File: src/rtl/isa_io_pkg.sv
package isa_io_pkg;

  // Strobes from the control unit to the datapath
  typedef struct packed {
    logic load;      // capture register index and load the wait counter
    logic dec;       // decrement the wait counter
    logic wrCommit;  // store the bus byte into the latched register
  } ioStrobes_t;

  typedef enum logic [1:0] {
    ST_IDLE = 2'd0,
    ST_WAIT = 2'd1,
    ST_HOLD = 2'd2
  } ioState_t;

endpackage

File: src/rtl/isa_io_dpath.sv
module isa_io_dpath
  import isa_io_pkg::*;
#(
  parameter int ADDR_W = 16,
  parameter int DATA_W = 8,
  parameter int IDX_W = 2,
  parameter int LAT_W = 4,
  parameter logic [ADDR_W-1:0] BASE_ADDR = 16'h0300
) (
  input  logic                         clk,
  input  logic                         rstN,
  input  logic [ADDR_W-1:0]            saAddr,
  input  logic                         aen,
  input  logic [DATA_W-1:0]            sdIn,
  input  logic [(LAT_W<<IDX_W)-1:0]    cfgLatency,
  input  ioStrobes_t                   strb,
  output logic                         hit,
  output logic                         cntZero,
  output logic [DATA_W-1:0]            rdData
);

  localparam int REG_NUM = 1 << IDX_W;

  logic [IDX_W-1:0]  curIdx;
  logic [IDX_W-1:0]  wrIdx;
  logic [LAT_W-1:0]  latSel;
  logic [LAT_W-1:0]  waitCnt;
  logic [DATA_W-1:0] regFile [REG_NUM];

  // Full-width decode; AEN blocks the select during DMA
  assign curIdx = saAddr[IDX_W-1:0];
  assign hit    = (saAddr[ADDR_W-1:IDX_W] == BASE_ADDR[ADDR_W-1:IDX_W]) && !aen;

  always_comb begin
    latSel = '0;
    for (int i = 0; i < REG_NUM; i++) begin
      if (curIdx == i[IDX_W-1:0]) latSel = cfgLatency[i*LAT_W +: LAT_W];
    end
  end

  always_ff @(posedge clk) begin
    if (!rstN) begin
      waitCnt <= '0;
      wrIdx   <= '0;
    end else if (strb.load) begin
      waitCnt <= latSel;
      wrIdx   <= curIdx;
    end else if (strb.dec) begin
      waitCnt <= waitCnt - 1'b1;
    end
  end

  assign cntZero = (waitCnt == '0);

  always_ff @(posedge clk) begin
    if (!rstN) begin
      for (int i = 0; i < REG_NUM; i++) regFile[i] <= '0;
    end else if (strb.wrCommit) begin
      regFile[wrIdx] <= sdIn;
    end
  end

  assign rdData = regFile[curIdx];

endmodule

File: src/rtl/isa_io_ctrl.sv
module isa_io_ctrl
  import isa_io_pkg::*;
(
  input  logic       clk,
  input  logic       rstN,
  input  logic       hit,
  input  logic       iorN,
  input  logic       iowN,
  input  logic       cntZero,
  input  logic       devReady,
  output ioStrobes_t strb,
  output logic       sdOe,
  output logic       rdyLowEn
);

  ioState_t state, stateNext;
  logic     cmdActive;
  logic     iowPrev;
  logic     wrCycle;

  assign cmdActive = hit && (!iorN || !iowN);

  always_comb begin
    stateNext = state;
    strb      = '0;
    unique case (state)
      ST_IDLE: begin
        if (cmdActive) begin
          stateNext = ST_WAIT;
          strb.load = 1'b1;
        end
      end
      ST_WAIT: begin
        if (!cmdActive)      stateNext = ST_IDLE;
        else if (!cntZero)   strb.dec  = 1'b1;
        else if (devReady)   stateNext = ST_HOLD;
      end
      ST_HOLD: begin
        if (!cmdActive) stateNext = ST_IDLE;
      end
      default: stateNext = ST_IDLE;
    endcase
    // Commit on the synchronously detected rising edge of the write strobe
    strb.wrCommit = (state != ST_IDLE) && wrCycle && !iowPrev && iowN;
  end

  always_ff @(posedge clk) begin
    if (!rstN) begin
      state   <= ST_IDLE;
      iowPrev <= 1'b1;
      wrCycle <= 1'b0;
    end else begin
      state   <= stateNext;
      iowPrev <= iowN;
      if (strb.load) wrCycle <= !iowN;
    end
  end

  // Combinational pull-down: asserted in the very cycle a command appears
  assign rdyLowEn = cmdActive &&
                    ((state == ST_IDLE) ||
                     ((state == ST_WAIT) && !(cntZero && devReady)));

  assign sdOe = hit && !iorN;

endmodule

File: src/rtl/isa_io_slave.sv
module isa_io_slave
  import isa_io_pkg::*;
#(
  parameter int ADDR_W = 16,
  parameter int DATA_W = 8,
  parameter int IDX_W = 2,
  parameter int LAT_W = 4,
  parameter logic [ADDR_W-1:0] BASE_ADDR = 16'h0300
) (
  input  logic                      clk,
  input  logic                      rstN,
  input  logic [ADDR_W-1:0]         saAddr,
  input  logic                      aen,
  input  logic                      iorN,
  input  logic                      iowN,
  input  logic [DATA_W-1:0]         sdIn,
  output logic [DATA_W-1:0]         sdOut,
  output logic                      sdOe,
  output logic                      rdyLowEn,
  input  logic                      devReady,
  input  logic [(LAT_W<<IDX_W)-1:0] cfgLatency
);

  ioStrobes_t strb;
  logic       hit;
  logic       cntZero;

  isa_io_dpath #(
    .ADDR_W(ADDR_W), .DATA_W(DATA_W), .IDX_W(IDX_W),
    .LAT_W(LAT_W), .BASE_ADDR(BASE_ADDR)
  ) u_dpath (
    .clk(clk), .rstN(rstN), .saAddr(saAddr), .aen(aen), .sdIn(sdIn),
    .cfgLatency(cfgLatency), .strb(strb), .hit(hit), .cntZero(cntZero),
    .rdData(sdOut)
  );

  isa_io_ctrl u_ctrl (
    .clk(clk), .rstN(rstN), .hit(hit), .iorN(iorN), .iowN(iowN),
    .cntZero(cntZero), .devReady(devReady), .strb(strb),
    .sdOe(sdOe), .rdyLowEn(rdyLowEn)
  );

endmodule

File: config.mk
export PLATFORM = sky130hd
export DESIGN_NAME = isa_io_slave
export DESIGN_NICKNAME = d
export VERILOG_FILES = /design/src/rtl/isa_io_pkg.sv /design/src/rtl/isa_io_dpath.sv /design/src/rtl/isa_io_ctrl.sv /design/src/rtl/isa_io_slave.sv
export SDC_FILE = /design/constraint.sdc
export NUM_CORES = 1
export LEC_CHECK = 0
export BUFFER_PORTS_ARGS = -buffer_cell sky130_fd_sc_hd__buf_4
export CORE_ASPECT_RATIO = 1.1
export CORE_MARGIN = 2
export CORE_UTILIZATION = 52
export DETAILED_ROUTE_END_ITERATION = 8
export GPL_TIMING_DRIVEN = 0
export PLACE_DENSITY_LB_ADDON = 0.12
export SLEW_MARGIN = 20
export SYNTH_ARGS = -nofsm -noshare
export SYNTH_HDL_FRONTEND = slang
export SYNTH_HIERARCHICAL = 1
export SYNTH_SLANG_ARGS = --single-unit
File: constraint.sdc
create_clock -name clk -period 3.85 [get_ports clk]
set_input_delay 0.385 -clock clk [delete_from_list [all_inputs] [get_ports clk]]
set_output_delay 0.385 -clock clk [all_outputs]
set_load 0.02 [all_outputs]
==> impl_metrics.toml <==
[run_status]
run_status = "finished clean"

[synthesis]
postSynthAreaPerCell_um2 = 14.0
synthMostInstantiatedCell = "sky130_fd_sc_hd__edfxtp_1"
post_synth_num_cell_types = 40
synth_top_cells_by_area = "sky130_fd_sc_hd__edfxtp_1 46%, sky130_fd_sc_hd__mux4_1 14%, sky130_fd_sc_hd__dfxtp_1 9.5%, sky130_fd_sc_hd__and2_1 7.1%, sky130_fd_sc_hd__and3_1 2.7%"
flop_and_latch_count_out_of_synthesis = 42
synthesis.instances = 150
synth_fp_nets = 197
dominantRegCellSynth = "sky130_fd_sc_hd__edfxtp_1"
synth_top_cell_by_area = "sky130_fd_sc_hd__edfxtp_1"
synth.yosys.warnings = 6
synth_enable_flop_cells = 32
syn-cell-area_mm2 = 0.00210
synth.cells.most_frequent = "32 x sky130_fd_sc_hd__edfxtp_1, 24 x sky130_fd_sc_hd__and2_1, 11 x sky130_fd_sc_hd__mux4_1, 10 x sky130_fd_sc_hd__dfxtp_1, 9 x sky130_fd_sc_hd__and3_1"
post-synth-top-area-fraction = 0.457
synth.yosys.seq_area_share = 0.552
async_reset_ff_frac = 0

[power]
power.density_mw_per_mm2 = 327
power.ir.vdd_worst_mv = 0.235
power_mw = 0.872
p_leak_nw = 1.12

[timing]
fin_worst_hold_slack_ps = 313
worst_slew_margin = 0.427
period_utilization = 0.630
worst_clock_skew_ps = 6.91
slew_viol_final = 0
final_period_minus_worst_setup_slack_ps = 2420
timing.final.hold_violations = 0
max_freq_mhz = 412
unrepaired_setup_endpoints_after_global_routing = "false"
tns_ps = 0
setup_viol = 0
worst-slew-pin-transition_ps = 854

[floorplanning]
die_height_um = 70.7
start_util = 0.535
die_w_um = 64.6
row_count = 24
die_area_mm2 = 0.00457
count_of_boundary_i_o_pins = 56
core-area_mm2 = 0.00393

[layout]
num_antenna_cells = 0
stdcell_area_mm2 = 0.00267
area_growth_from_synthesis_to_final_layout_pct = 26.8
drive_above_1_share = 0.338
nNetsFinal = 259
final_cell_utilization_of_the_core = 0.678

[clock_network]
cts_num_sinks = 42
cts_htree_levels = 2
setup_buffers_after_cts = 0
worst_setup_hold_path_clk_slew_ps = 80
clock_buffer_depth = 2
worst_skew_pair.late_latency_ps = 290
cts_repair_resize_count = 0
cts_root_buffer = "sky130_fd_sc_hd__clkbuf_8"
tritoncts = "yes"
cts_buffers = 5
ctsHoldBuffers = 0

[drt]
routed_wl_mm = 4.30
number_of_drc_violations_after_detailed_routing = 0
detail_route.first_pass.iterations = 4
drt_first_iter_violations = 108
vias = 1483
wl_per_cell_um = 16.2
detail-route-antenna-nets = 0
drt-vias-per-instance = 5.60

[worst_setup_path]
r2r_start = "u_ctrl/state[1]"
timing.reg2reg.worst_path_depth = 6
worst_setup_path_endpoint = "u_dpath/waitCnt[3]"
critical_path.endpoint_type = "flip-flop"
r2r-end = "u_dpath/regFile[1][4]"
worst-r2r-setup-slack_ps = 1470
cp-start-kind = "primary input"
crit_required_ps = 4060
crit_path_max_fanout = 5
cp.arrival_ps = 2630
timing.critical_path.from = "saAddr[11]"
crit_path_class = "in -> reg"

[placement]
placedInstanceArea_mm2 = 0.00258
buffer_ports.inserted = 55
detailed_place_hpwl_mm = 3.14
globalplace.congestion = 0.811

[global_routing]
track_usage = 0.204
grt_pass1_wl_mm = 7.01
grt_pass1_vias = 1492
grt-ovfl-total = 0
pin_count_of_the_biggest_net_entering_global_routing = 14
grt_antenna_before_repair = 0

[worst_hold_path]
min-delay-path-class = "in -> reg"

[run]
maxCapViolations = 0
how the worst min path moves through the flow:
stage | slack (ps) | cells past startpoint | end | startpoint
after global routing | 320 | 2 | u_ctrl/iowPrev | iowN
after floorplan | 440 | 2 | u_ctrl/wrCycle | u_ctrl/wrCycle
after global placement | 450 | 2 | u_ctrl/wrCycle | u_ctrl/wrCycle
final | 310 | 2 | u_ctrl/iowPrev | iowN
after CTS | 300 | 2 | u_ctrl/iowPrev | iowN
after detailed placement | 460 | 2 | u_ctrl/wrCycle | u_ctrl/wrCycle
flip-flops by register name (all words and copies together) (netlist names):
register         cells
u_dpath/waitCnt      4
u_ctrl/wrCycle       1
u_ctrl/iowPrev       1
u_ctrl/state         2
u_dpath/regFile     32
u_dpath/wrIdx        2
per-stage QoR:
stage	setup WS, ps	cells
2_1_floorplan	1520	150
3_3_place_gp	1160	257
3_5_place_dp	1110	257
4_1_cts	1420	265
5_1_grt	1170	265
6_report	1430	265
logic make-up after synthesis:
logic type / count (synthesis) / share of synthesized area
DFF: 42 / 0.552
and+or+nand+nor: 68 / 0.209
muxes: 14 / 0.158
AOI/OAI and AO/OA: 11 / 0.0369
adders and majority gates: 1 / 0.00595
xor gates and xnor gates: 3 / 0.0125
buffers and inverters: 11 / 0.0262
where the power goes:
part | switching, mW | total [mW] | leakage (nW) | internal (mW)
clock | 0.148 | 0.272 | 0.0416 | 0.124
combinational | 0.0423 | 0.0991 | 0.669 | 0.0568
sequential | 0.00297 | 0.500 | 0.411 | 0.497
total | 0.194 | 0.872 | 1.12 | 0.678
layout make-up:
type	count	area, um^2
Buffer	6	36.3
Clock buffer	5	68.8
Clock inverter	3	16.3
Fill cell	294	1270
Inverter	5	18.8
Multi-Input combinational cell	97	887
Sequential cell	42	1160
Tap cell	52	65.1
Timing Repair Buffer	55	413
cells in the final DEF (no fill, tap or decap), types with 2 or more instances in the layout:
| master | n |
|---|---|
| sky130_fd_sc_hd__a21oi_1 | 2 |
| sky130_fd_sc_hd__and2_1 | 24 |
| sky130_fd_sc_hd__and3_1 | 9 |
| sky130_fd_sc_hd__buf_4 | 56 |
| sky130_fd_sc_hd__clkbuf_1 | 2 |
| sky130_fd_sc_hd__clkbuf_8 | 5 |
| sky130_fd_sc_hd__dfxtp_1 | 10 |
| sky130_fd_sc_hd__edfxtp_1 | 32 |
| sky130_fd_sc_hd__inv_1 | 5 |
| sky130_fd_sc_hd__mux2i_1 | 2 |
| sky130_fd_sc_hd__mux4_1 | 11 |
| sky130_fd_sc_hd__nand2_1 | 6 |
| sky130_fd_sc_hd__nand2b_1 | 5 |
| sky130_fd_sc_hd__nand3_1 | 2 |
| sky130_fd_sc_hd__nor2_1 | 4 |
| sky130_fd_sc_hd__nor3_1 | 3 |
| sky130_fd_sc_hd__nor3b_2 | 2 |
| sky130_fd_sc_hd__nor4_1 | 2 |
| sky130_fd_sc_hd__nor4b_1 | 4 |
| sky130_fd_sc_hd__xnor2_1 | 2 |
layer usage:
layer / share of wire / global-route usage / vias up / wire length, um
li1: - / - / 704 / -
met1: 0.40 / 0.245 / 716 / 1710
met2: 0.54 / 0.353 / 57 / 2320
met3: 0.051 / 0.0429 / 6 / 219
met4: 0.012 / 0.0922 / 0 / 52
met5: 0 / 0 / - / 0
critical path, cell delays in order:
cell and delay, ps:
sky130_fd_sc_hd__buf_4 110, sky130_fd_sc_hd__nor4b_1 280, sky130_fd_sc_hd__and4_1 280, sky130_fd_sc_hd__a21bo_2 270
sky130_fd_sc_hd__nor4b_1 670, sky130_fd_sc_hd__nor4b_2 370, sky130_fd_sc_hd__xnor2_1 100, sky130_fd_sc_hd__o31ai_1 180
(Power assumes the default switching activity.)
